## config.mk

```make
export PLATFORM = sky130hd
export DESIGN_NAME = clkgen_cfg_target
export DESIGN_NICKNAME = d
export VERILOG_FILES = /design/src/rtl/smbt_pkg.sv /design/src/rtl/smbt_line_sync.sv /design/src/rtl/smbt_reg_bank.sv /design/src/rtl/smbt_engine.sv /design/src/rtl/clkgen_cfg_target.sv
export SDC_FILE = /design/constraint.sdc
export NUM_CORES = 1
export LEC_CHECK = 0
export ABC_AREA = 0
export CAP_MARGIN = 10
export CORE_MARGIN = 4
export CORE_UTILIZATION = 42
export CTS_CLUSTER_SIZE = 12
export DETAILED_ROUTE_END_ITERATION = 12
export SETUP_SLACK_MARGIN = 0.1
export SLEW_MARGIN = 20
export SYNTH_ARGS = -nofsm -noshare
export SYNTH_HDL_FRONTEND = slang
export SYNTH_SLANG_ARGS = --single-unit
export TNS_END_PERCENT = 20
```

## constraint.sdc

```tcl
create_clock -name clk -period 2.73 [get_ports clk]
set_input_delay 0.273 -clock clk [delete_from_list [all_inputs] [get_ports clk]]
set_output_delay 0.273 -clock clk [all_outputs]
set_load 0.02 [all_outputs]
```

## src/rtl/smbt_pkg.sv

```systemverilog
package smbt_pkg;
  typedef enum logic [3:0] {
    ST_IDLE,
    ST_ADDR,
    ST_OFFS,
    ST_CNT,
    ST_WDAT,
    ST_ACK,
    ST_TX,
    ST_MACK,
    ST_TXPRE,
    ST_IGN
  } smbt_state_e;

  localparam int BYTE_W = 8;
endpackage

```

## src/rtl/smbt_line_sync.sv

```systemverilog
module smbt_line_sync #(
  parameter int STAGES = 2
) (
  input  logic clk,
  input  logic rst,
  input  logic scl_raw,
  input  logic sda_raw,
  output logic scl_s,
  output logic sda_s,
  output logic scl_rise,
  output logic scl_fall,
  output logic start_det,
  output logic stop_det
);
  logic [STAGES-1:0] scl_pipe;
  logic [STAGES-1:0] sda_pipe;
  logic              scl_d;
  logic              sda_d;

  always_ff @(posedge clk) begin
    if (rst) begin
      scl_pipe <= '1;
      sda_pipe <= '1;
      scl_d    <= 1'b1;
      sda_d    <= 1'b1;
    end else begin
      scl_pipe <= {scl_pipe[STAGES-2:0], scl_raw};
      sda_pipe <= {sda_pipe[STAGES-2:0], sda_raw};
      scl_d    <= scl_pipe[STAGES-1];
      sda_d    <= sda_pipe[STAGES-1];
    end
  end

  assign scl_s     = scl_pipe[STAGES-1];
  assign sda_s     = sda_pipe[STAGES-1];
  assign scl_rise  = scl_s & ~scl_d;
  assign scl_fall  = ~scl_s & scl_d;
  // SDA moving while SCL stays high frames a transfer
  assign start_det = scl_s & scl_d & sda_d & ~sda_s;
  assign stop_det  = scl_s & scl_d & ~sda_d & sda_s;
endmodule

```

## src/rtl/smbt_reg_bank.sv

```systemverilog
module smbt_reg_bank #(
  parameter int         NUM_REGS = 8,
  parameter logic [7:0] CTRL_RST = 8'h21
) (
  input  logic       clk,
  input  logic       rst,
  input  logic       we,
  input  logic [7:0] waddr,
  input  logic [7:0] wdata,
  input  logic [7:0] raddr,
  output logic [7:0] rdata,
  output logic [7:0] ctrl_byte
);
  localparam int         AW    = (NUM_REGS > 1) ? $clog2(NUM_REGS) : 1;
  localparam logic [7:0] NREG8 = 8'(NUM_REGS);

  logic [7:0] regs [NUM_REGS];

  always_ff @(posedge clk) begin
    if (rst) begin
      for (int i = 0; i < NUM_REGS; i++) begin
        regs[i] <= (i == 0) ? CTRL_RST : 8'h00;
      end
    end else if (we) begin
      regs[waddr[AW-1:0]] <= wdata;
    end
  end

  assign rdata     = (raddr < NREG8) ? regs[raddr[AW-1:0]] : 8'hFF;
  assign ctrl_byte = regs[0];


  we_range_chk: assert property (@(posedge clk) disable iff (rst)
    we |-> (waddr < NREG8));


  rst_val_chk: assert property (@(posedge clk) disable iff (rst)
    $fell(rst) |-> (regs[0] == CTRL_RST));
endmodule

```

## src/rtl/smbt_engine.sv

```systemverilog
module smbt_engine
  import smbt_pkg::*;
#(
  parameter logic [6:0] DEV_ADDR = 7'h69,
  parameter int         NUM_REGS = 8
) (
  input  logic       clk,
  input  logic       rst,
  input  logic       scl_s,
  input  logic       sda_s,
  input  logic       scl_rise,
  input  logic       scl_fall,
  input  logic       start_det,
  input  logic       stop_det,
  output logic       sda_pull,
  output logic       reg_we,
  output logic [7:0] reg_waddr,
  output logic [7:0] reg_wdata,
  output logic [7:0] rd_ptr,
  input  logic [7:0] rd_data
);
  localparam logic [7:0] NREG8 = 8'(NUM_REGS);

  smbt_state_e st;
  smbt_state_e nxt_st;
  logic [2:0]  bit_cnt;
  logic [7:0]  rx_sh;
  logic [7:0]  tx_sh;
  logic [7:0]  ptr;
  logic [7:0]  wr_left;
  logic        ofs_ok;
  logic        ack_ph;
  logic [7:0]  rx_byte;

  assign rx_byte = {rx_sh[6:0], sda_s};
  assign rd_ptr  = ptr;

  always_ff @(posedge clk) begin
    if (rst) begin
      st        <= ST_IDLE;
      nxt_st    <= ST_IDLE;
      bit_cnt   <= '0;
      rx_sh     <= '0;
      tx_sh     <= '0;
      ptr       <= '0;
      wr_left   <= '0;
      ofs_ok    <= 1'b0;
      ack_ph    <= 1'b0;
      sda_pull  <= 1'b0;
      reg_we    <= 1'b0;
      reg_waddr <= '0;
      reg_wdata <= '0;
    end else begin
      reg_we <= 1'b0;
      if (start_det) begin
        st       <= ST_ADDR;
        bit_cnt  <= '0;
        sda_pull <= 1'b0;
      end else if (stop_det) begin
        st       <= ST_IDLE;
        ofs_ok   <= 1'b0;
        sda_pull <= 1'b0;
      end else begin
        case (st)
          ST_ADDR, ST_OFFS, ST_CNT, ST_WDAT: begin
            if (scl_rise) begin
              rx_sh   <= rx_byte;
              bit_cnt <= bit_cnt + 3'd1;
              if (bit_cnt == 3'd7) begin
                ack_ph <= 1'b0;
                st     <= ST_IGN;
                case (st)
                  ST_ADDR: begin
                    if (rx_byte[7:1] == DEV_ADDR) begin
                      if (!rx_byte[0]) begin
                        st     <= ST_ACK;
                        nxt_st <= ST_OFFS;
                      end else if (ofs_ok) begin
                        st     <= ST_ACK;
                        nxt_st <= ST_TX;
                        tx_sh  <= NREG8 - ptr;
                      end
                    end
                  end
                  ST_OFFS: begin
                    if (rx_byte < NREG8) begin
                      st     <= ST_ACK;
                      nxt_st <= ST_CNT;
                      ptr    <= rx_byte;
                      ofs_ok <= 1'b1;
                    end
                  end
                  ST_CNT: begin
                    if (rx_byte != 8'h00) begin
                      st      <= ST_ACK;
                      nxt_st  <= ST_WDAT;
                      wr_left <= rx_byte;
                    end
                  end
                  ST_WDAT: begin
                    if ((ptr < NREG8) && (wr_left != 8'h00)) begin
                      st        <= ST_ACK;
                      nxt_st    <= (wr_left == 8'h01) ? ST_IGN : ST_WDAT;
                      reg_we    <= 1'b1;
                      reg_waddr <= ptr;
                      reg_wdata <= rx_byte;
                      ptr       <= ptr + 8'h01;
                      wr_left   <= wr_left - 8'h01;
                    end
                  end
                  default: ;
                endcase
              end
            end
          end
          ST_ACK: begin
            if (scl_fall) begin
              if (!ack_ph) begin
                sda_pull <= 1'b1;
                ack_ph   <= 1'b1;
              end else begin
                ack_ph   <= 1'b0;
                st       <= nxt_st;
                bit_cnt  <= '0;
                sda_pull <= (nxt_st == ST_TX) ? ~tx_sh[7] : 1'b0;
              end
            end
          end
          ST_TX: begin
            if (scl_rise) begin
              bit_cnt <= bit_cnt + 3'd1;
              if (bit_cnt == 3'd7) st <= ST_MACK;
            end else if (scl_fall) begin
              tx_sh    <= {tx_sh[6:0], 1'b0};
              sda_pull <= ~tx_sh[6];
            end
          end
          ST_MACK: begin
            if (scl_fall) begin
              sda_pull <= 1'b0;
            end else if (scl_rise) begin
              if (!sda_s) begin
                tx_sh <= rd_data;
                ptr   <= (ptr == 8'hFF) ? ptr : ptr + 8'h01;
                st    <= ST_TXPRE;
              end else begin
                st <= ST_IGN;
              end
            end
          end
          ST_TXPRE: begin
            if (scl_fall) begin
              sda_pull <= ~tx_sh[7];
              bit_cnt  <= '0;
              st       <= ST_TX;
            end
          end
          default: ;
        endcase
      end
    end
  end


  pull_low_scl_chk: assert property (@(posedge clk) disable iff (rst)
    $rose(sda_pull) |-> !scl_s);


  ign_hold_chk: assert property (@(posedge clk) disable iff (rst)
    (st == ST_IGN && !start_det && !stop_det) |=> (st == ST_IGN));


  we_src_chk: assert property (@(posedge clk) disable iff (rst)
    reg_we |-> ($past(st) == ST_WDAT));
endmodule

```

## src/rtl/clkgen_cfg_target.sv

```systemverilog
module clkgen_cfg_target #(
  parameter logic [6:0] DEV_ADDR    = 7'h69,
  parameter int         NUM_REGS    = 8,
  parameter logic [7:0] CTRL_RST    = 8'h21,
  parameter int         SYNC_STAGES = 2
) (
  input  logic       clk,
  input  logic       rst,
  input  logic       scl_i,
  input  logic       sda_i,
  output logic       sda_oe_o,
  output logic       spread_en_o,
  output logic       oe_sw_ctrl_o,
  output logic       out_run_o,
  output logic [3:0] margin_sel_o,
  output logic       aux50_en_o
);
  logic       scl_s, sda_s, scl_rise, scl_fall, start_det, stop_det;
  logic       reg_we;
  logic [7:0] reg_waddr, reg_wdata, rd_ptr, rd_data, ctrl_byte;

  smbt_line_sync #(.STAGES(SYNC_STAGES)) u_sync (
    .clk       (clk),
    .rst       (rst),
    .scl_raw   (scl_i),
    .sda_raw   (sda_i),
    .scl_s     (scl_s),
    .sda_s     (sda_s),
    .scl_rise  (scl_rise),
    .scl_fall  (scl_fall),
    .start_det (start_det),
    .stop_det  (stop_det)
  );

  smbt_engine #(.DEV_ADDR(DEV_ADDR), .NUM_REGS(NUM_REGS)) u_eng (
    .clk       (clk),
    .rst       (rst),
    .scl_s     (scl_s),
    .sda_s     (sda_s),
    .scl_rise  (scl_rise),
    .scl_fall  (scl_fall),
    .start_det (start_det),
    .stop_det  (stop_det),
    .sda_pull  (sda_oe_o),
    .reg_we    (reg_we),
    .reg_waddr (reg_waddr),
    .reg_wdata (reg_wdata),
    .rd_ptr    (rd_ptr),
    .rd_data   (rd_data)
  );

  smbt_reg_bank #(.NUM_REGS(NUM_REGS), .CTRL_RST(CTRL_RST)) u_regs (
    .clk       (clk),
    .rst       (rst),
    .we        (reg_we),
    .waddr     (reg_waddr),
    .wdata     (reg_wdata),
    .raddr     (rd_ptr),
    .rdata     (rd_data),
    .ctrl_byte (ctrl_byte)
  );

  assign spread_en_o  = ctrl_byte[7];
  assign oe_sw_ctrl_o = ctrl_byte[6];
  assign out_run_o    = ctrl_byte[5];
  assign margin_sel_o = ctrl_byte[4:1];
  assign aux50_en_o   = ctrl_byte[0];
endmodule

```

==> results of run 1 <==
## registers in the layout, summed over array words and instances, names as in the netlist, 3 cells and up, named ones only
signal / cells
u_eng.bit_cnt: 3
u_eng.nxt_st: 4
u_eng.rd_ptr: 8
u_eng.reg_waddr: 3
u_eng.reg_wdata: 8
u_eng.rx_sh: 7
u_eng.st: 4
u_eng.tx_sh: 8
u_eng.wr_left: 8
u_regs.regs: 64
## synthesized netlist by cell type (15+ instances only)
library cell  number
o21ai_0           30
dfxtp_1           66
nor2_1            62
and2_1            65
nand2_1           29
mux4_2            16
edfxtp_1          64
clkbuf_1          27
nor3_1            15
a21oi_1           33
or2_2             17
mux2i_1           27
## cells by family (layout without fill, tap and decap cells)
kind of cell | Yosys count | after routing | share of synthesized area, %
AO/OA/AOI/OAI | 128 | 128 | 12.4
XOR/XNOR | 7 | 7 | 0.921
adder cells (fa/ha/maj) | 7 | 7 | 1.32
buffers and inverters | 52 | 91 | 3.35
flip-flops | 130 | 130 | 48.7
multiplexers | 51 | 51 | 10.8
AND/OR/NAND/NOR | 266 | 266 | 22.4
## layer usage
metal  vias up  part of all wire [%]  wire, um  track usage (%)
met5         -                     0         0                0
met4         0                   1.7       278             6.69
met3        28                   5.4       894             4.65
met2       148                    44      7340             28.2
met1      2460                    48      7990             27.4
li1       2423                     -         -                -
## per-stage QoR
| stage | setup slack (ns) | hold slack [ns] | total power, W | std cells |
|---|---|---|---|---|
| after floorplan | 0.430 | 0.377 | 0.00306 | 641 |
| final | 0.247 | 0.337 | 0.00565 | 891 |
| after CTS | 0.123 | 0.321 | 0.00568 | 891 |
| after detailed placement | 0.123 | 0.395 | 0.00340 | 859 |
| after global placement | 0.203 | 0.392 | 0.00339 | 859 |
| after global routing | 0.117 | 0.333 | 0.00589 | 891 |
## worst max path at each step
stage | to | slack [ns]
4_1_cts | u_eng.wr_left[6]$_SDFFE_PP0P_ | 0.12
3_3_place_gp | flop | 0.20
5_1_grt | u_eng.rd_ptr[0]$_SDFFE_PP0P_ | 0.12
2_1_floorplan | u_eng.tx_sh[4]$_SDFFE_PP0P_ | 0.43
6_report | u_eng.rd_ptr[0]$_SDFFE_PP0P_ | 0.25
3_5_place_dp | u_eng.wr_left[6]$_SDFFE_PP0P_ | 0.12
## power groups by stage
| stage | clock network, W | logic [W] | registers [W] |
|---|---|---|---|
| 2_1_floorplan | 0 | 0.000866 | 0.00219 |
| 3_3_place_gp | 0 | 0.00111 | 0.00228 |
| 3_5_place_dp | 0 | 0.00112 | 0.00228 |
| 4_1_cts | 0.00230 | 0.00113 | 0.00224 |
| 5_1_grt | 0.00239 | 0.00124 | 0.00226 |
| 6_report | 0.00227 | 0.00113 | 0.00225 |
## critical path: stages, from the launching register on
cell and delay (ns):
dfxtp_2 0.41, or3_1 0.46, nand3_1 0.29, o211a_1 0.26
nand4_4 0.24, or4_1 0.52, a31oi_1 0.22
## repair_timing
| item | 4_1_cts | 5_1_grt |
|---|---|---|
| endpoints found under the setup margin | 1 | 11 |
| buffers inserted | 0 | 0 |
| gates resized for setup | 1 | 5 |
| endpoints found under the hold margin | 0 | 0 |
## final cells by class
cell class	instances	area (sq um)	share of cell area (%)
Clock buffer	22	507	6.53
Clock inverter	10	93.8	1.21
Inverter	12	48.8	0.628
Multi-Input combinational cell	459	3200	41.2
Sequential cell	130	3250	41.8
Tap cell	211	264	3.40
Timing Repair Buffer	47	403	5.19
==> metrics.md, run 1 <==
| Metric | Value |
|---|---|
| R2r setup slk | 0.25 ns |
| PortBufs | 12 |
| FF-to-FF End | u_eng.rd_ptr[0]$_SDFFE_PP0P_ |
| CP arrival | between 2 and 3 ns |
| Clk_skew | between 0.009 and 0.01 ns |
| Pin count of the biggest net entering global routing | a little over 60 |
| Synth warn | 0 |
| Nets@finish | between 600 and 700 |
| Launch point of the worst reg-to-reg path | u_eng.st[1]$_SDFFE_PP0P_ |
| Critical Path End Type | flop |
| Final worst-path cycle share | 90.9% |
| WL/cell | around 19 um |
| Via count | between 5000 and 6000 |
| Clk root buf | clkbuf_16 |
| Startpoint types | flop |
| CP Launch Point | u_eng.st[1]$_SDFFE_PP0P_ |
| Yosys cell types | 65 |
| Hold path startpoint | rst |
| Avg Vias per Cell | ~5.7 |
| Switching power | between 0.0015 and 0.002 W |
| Cells after Synth | about 640 |
| CTS Buffer Depth | 2 |
| First-pass GRT wire length | between 20000 and 30000 um |
| CTS tree | done |
| Most frequent cells in the layout | 65 x and2_1, 64 x edfxtp_1, 62 x dfxtp_1 |
| Die Area | ~18000 sq um |
| Starting Density | 43.3% |
| Commonest non-fill, non-tap cell in the layout | and2_1 |
| DRC | 0 |
| Fin crit period | between 2 and 2.5 ns |
| DRT iter0 DRCs | between 500 and 600 |
| Inserted Clock Buffers | 17 |
| Slew @ Worst Pin | 1.10 ns |
| Highest Clock Rate | approximately 400 MHz |
| Yosys top cell area share | 28.9% |
| Post-synth EDFFs | 64 |
| Die width | approximately 130 um |
| Relative slew margins | roughly 26% |
| Hold EP | u_sync.scl_d$_SDFF_PP1_ |
| Seq cells post-synth | 130 |
| Total grt overflow | 0 |
| RSZ-0062 raised after global routing | no |
| GR Util All Layers | a little under a fifth |
| Pre-antenna DRT Iters | 5 |
| # H-tree levels | 4 |
| MaxCap Viol Count | 0 |
| Final Hold Violating Endpoints | 0 |
| Most area-hungry cell type in the Yosys netlist | edfxtp_1 |
| Status | finished, final reports clean |
| Core Util, Final | roughly half |
| Net Sw Frac | approximately 28% |
| CTS Hold Bufs | 0 |
| Net Count, Synth | around 650 |
| Primary FF master, synth | dfxtp_1 |
| Cell Area, Placed | just over 7000 sq um |
| Hold Crit Depth | 4 |
| Clock share of power | about 40% |
| Fill count | between 1000 and 1500 |
| Ranking of synthesized cells by area | edfxtp_1 29%, dfxtp_1 20%, and2_1 6.1% |
| Share of cells above drive strength 1 | about 18% |
| Ports | 13 |
| Hold WC Path Type | in2reg |
| Clk_lat worst skew | 0.42 ns |
| Pwr dens | between 700 and 800 nW/um^2 |
| Leakage | around 2.8 nW |
| Antenna violations before repair | 0 |
| Antenna Violating Nets Remaining | 0 |
| Vias in the first global route | ~4700 |
| WP data required | 3.07 ns |
| Sum Neg Setup Slack | 0 ns |
| Seq pwr share | 39.8% |
| Comb pwr share | between 20% and 30% |
| Sequential cell area fraction in the yosys report | between 40% and 50% |
| Mean Syn Cell Area | 10.4 sq um |
| Cell Area, Synth | ~6700 sq um |
| Area Overhead vs Synth | 16.7% |
| GPL Wtd Cong | about 0.89 |
| Hpwl dp | about 12000 um |
| R2R depth | 6 |
| Max FO, Critical Path | 18 |
| Max VDD drop | between 300 and 400 uV |
| Wirelength, routed | 16500 um |
| Crit path kind | reg2reg |
| Fin area | 7760 sq um |
| Internal Power | roughly 0.004 W |
| Ys async rst share | 0% |
| Slew Viols, Final | 0 |
| Sinks on Clock Net | 130 |
| Antenna fix cells | 0 |
| Die Y | about 130 um |
| Final setup violation count | 0 |
| Clock-pin slew on the worst setup and hold paths | roughly 0.060 ns |
| Core area | 15400 sq um |
| Row Count | 45 |
(Power assumes the default switching activity.)
==> inputs of run 2 (changes only) <==
--- a/config.mk
+++ b/config.mk
@@ -11,6 +11,7 @@
 export CORE_UTILIZATION = 42
 export CTS_CLUSTER_SIZE = 12
 export DETAILED_ROUTE_END_ITERATION = 12
+export REMOVE_ABC_BUFFERS = 1
 export SETUP_SLACK_MARGIN = 0.1
 export SLEW_MARGIN = 20
 export SYNTH_ARGS = -nofsm -noshare
==> constraint.sdc (replaced) <==
create_clock -name clk -period 3.1 [get_ports clk]
set_input_delay 0.31 -clock clk [delete_from_list [all_inputs] [get_ports clk]]
set_output_delay 0.31 -clock clk [all_outputs]
set_load 0.02 [all_outputs]
==> run 2 against run 1 <==
Sequential power fell by 13%. Wire length rose by 0.47%. Setup slack improved by 0.19 ns. Highest routed layer unchanged. Register-to-register slack improved by 0.19 ns. Critical path depth did not move. Clock power fell by 13%. Final cell count fell by 1.6%. Final area fell by 2.0%. Utilization fell by 1.0 points. Count of clock-buffer cells in the layout did not move. Clock skew rose by 0.0020 ns. First-iteration DRC count fell by 17%.
==> metrics.md, run 2 (synthesis gave the netlist of run 1 again) <==
| Metric | Value |
|---|---|
| Hpwl dp | 11400 um (-2.3%) |
| Fin area | 7610 sq um (-2.0%) |
| Hold Crit Depth | 3 (-1) |
| Hold path startpoint | rst |
| R2r setup slk | 0.44 ns (+0.19 ns) |
| R2R depth | 6 (unchanged) |
| CTS Hold Bufs | 0 (unchanged) |
| Slowest CP cell | or3_1 |
| Antenna violations before repair | 0 (unchanged) |
| Crit-path most repeated cell | or3_1 |
| Seq pwr share | 40.0% (+0.2 points) |
| Power, Total | 0.00491 W (-13%) |
| Launch point of the worst reg-to-reg path | u_eng.rd_ptr[4]$_SDFFE_PP0P_ |
| Slew Viols, Final | 0 (unchanged) |
| Register area | 3240 sq um (-0.15%) |
| Row Count | 45 (unchanged) |
| Area Overhead vs Synth | 14.3% |
| WP buf/inv | 0 (unchanged) |
| MaxCap Viol Count | 0 (unchanged) |
| WL/cell | 18.9 um (+2.1%) |
| Via count | 4991 (-1.3%) |
| Final setup violation count | 0 (unchanged) |
| First-pass GRT wire length | 26700 um (+0.91%) |
| # H-tree levels | 4 (unchanged) |
| Ports | 13 (unchanged) |
| Antenna Violating Nets Remaining | 0 (unchanged) |
| Area of the multi-input gates | 3190 sq um (-0.23%) |
| Switching power | 0.00142 W (-11%) |
| Internal Power | 0.00349 W (-14%) |
| Placed insts | 845 (-1.6%) |
| Nets@finish | 664 (-2.1%) |
| Pin count of the biggest net entering global routing | 61 (unchanged) |
| Total grt overflow | 0 (unchanged) |
| Die Y | 134 um (unchanged) |
| Largest stage delay on the critical path | 0.52 ns (about the same) |
| Pwr dens | 645 nW/um^2 (-11%) |
| Fill count | 1387 (+2.1%) |
| Post-CTS Setup Bufs | 0 (unchanged) |
| Max FO, Critical Path | 12 (-6) |
| Hold WC Path Type | in2reg |
| Hold EP | u_sync.sda_d$_SDFF_PP1_ |
| Final worst-path cycle share | 85.8% (-5.1 points) |
| CTS tree | done |
| Max VDD drop | 442 uV (+16%) |
| Highest Clock Rate | 376 MHz (-6.7%) |
| CP Cell Sequence | or3_1 > or3_1 > nor3_1 > nand2_1 > mux2i_1 > nor2_1 |
| Fin Hold WS | 0.410 ns (+0.0726 ns) |
| Clk_skew | 0.0110 ns (+0.00198 ns) |
| GR Util All Layers | 19.2% (+0.13 points) |
| DRC | 0 (unchanged) |
| RSZ-0062 raised after global routing | no |
| Wirelength, routed | 16600 um (+0.47%) |
| Antenna fix cells | 0 (unchanged) |
| Net Sw Frac | 28.9% (+0.64 points) |
| Sinks on Clock Net | 130 (unchanged) |
| CTS resizes | 0 (-1) |
| Starting Density | 43.3% (unchanged) |
| GPL Wtd Cong | 0.884 (-0.52%) |
| Relative slew margins | 52.3% (+26 points) |
| Critical Path End Type | flop |
| CTS Buffer Depth | 2 (unchanged) |
| Final Hold Violating Endpoints | 0 (unchanged) |
| Inserted Clock Buffers | 17 (unchanged) |
| Most frequent cells in the layout | 66 x dfxtp_1, 65 x and2_1, 64 x edfxtp_1 |
| CP Launch Point | u_eng.rd_ptr[4]$_SDFFE_PP0P_ |
| Vias in the first global route | 4884 (+3.2%) |
| Max FFs per register | 64 (unchanged) |
| Leakage | 2.75 nW (-3.3%) |
| Clock share of power | 40.4% (+0.3 points) |
| Clock-pin slew on the worst setup and hold paths | 0.06 ns (about the same) |
| CP arrival | 2.94 ns (+0.12 ns) |
| Pre-antenna DRT Iters | 5 (unchanged) |
| Startpoint types | flop |
| Die width | 134 um (unchanged) |
| Core area | 15400 sq um (unchanged) |
| Status | finished, final reports clean |
| Cell Area, Placed | 7010 sq um (-1.8%) |
| Sum Neg Setup Slack | 0 ns (unchanged) |
| Crit-path leading delay family | simple AND/OR/NAND/NOR gates |
| Comb pwr share | 19.6% (-0.4 points) |
| WP data required | 3.38 ns (+0.31 ns) |
| Slew @ Worst Pin | 0.706 ns (-0.398 ns) |
| Avg Vias per Cell | 5.69 (+0.23%) |
| Clk_lat worst skew | 0.43 ns (about the same) |
| Crit path kind | reg2reg |
| Commonest non-fill, non-tap cell in the layout | dfxtp_1 |
| Share of cells above drive strength 1 | 14.9% (-2.8 points) |
| FF-to-FF End | u_eng.reg_wdata[7]$_SDFFE_PP0P_ |
| PortBufs | 12 (unchanged) |
| DRT iter0 DRCs | 456 (-17%) |
| Fin crit period | 2.66 ns (+0.178 ns) |
| Non-filler instance count after layout | 877 (-1.6%) |
| Die Area | 17900 sq um (unchanged) |
| Biggest register | u_regs.regs |
| Clk root buf | clkbuf_16 |
## run 2: power by group through the flow
stage / registers (W) / clock network [W] / logic [W]
3_3_place_gp: 0.00200 / 0 / 0.000960
2_1_floorplan: 0.00204 / 0 / 0.000606
4_1_cts: 0.00196 / 0.00199 / 0.000961
6_report: 0.00196 / 0.00198 / 0.000962
5_1_grt: 0.00198 / 0.00208 / 0.00105
3_5_place_dp: 0.00200 / 0 / 0.000955
## run 2: worst max-delay path by stage
stage | endpoint | slack [ns] | cells past startpoint
after floorplan | u_eng.wr_left[2]$_SDFFE_PP0P_ | 0.59 | 6
after global placement | u_eng.st[2]$_SDFFE_PP0P_ | 0.44 | 6
after detailed placement | u_eng.wr_left[0]$_SDFFE_PP0P_ | 0.38 | 6
after CTS | u_eng.wr_left[0]$_SDFFE_PP0P_ | 0.38 | 6
after global routing | u_eng.reg_wdata[1]$_SDFFE_PP0P_ | 0.22 | 6
final | u_eng.reg_wdata[7]$_SDFFE_PP0P_ | 0.44 | 6
## run 2: final cells by class
class	instances	share of cell area (%)
clock buffer	22	6.40
tap	211	3.47
sequential	130	42.6
timing repair buffer	33	3.59
inverter	12	0.592
clock inverter	10	1.33
multi-input combinational	459	42.0
## run 2: worst register-to-register path: cells and delay by family, from the launching register on
kind	cells	cell delay (ns)
AND/OR/NAND/NOR	5	1.82
multiplexers	1	0.30
flip-flops	1	0.40
## run 2: layer usage
metal  track usage (%)  vias to the layer above  wire (um)
met3              4.05                       22        917
met2              28.7                      140       7600
met4              6.86                        0        301
li1                  -                     2389          -
met5                 0                        -          0
met1              27.7                     2440       7770
## run 2: per-stage QoR
step           worst slack, ns  utilization [%]
2_1_floorplan            0.590                -
3_3_place_gp             0.438             45.6
3_5_place_dp             0.382             45.6
4_1_cts                  0.382             49.5
5_1_grt                  0.218             49.5
6_report                 0.439             49.5
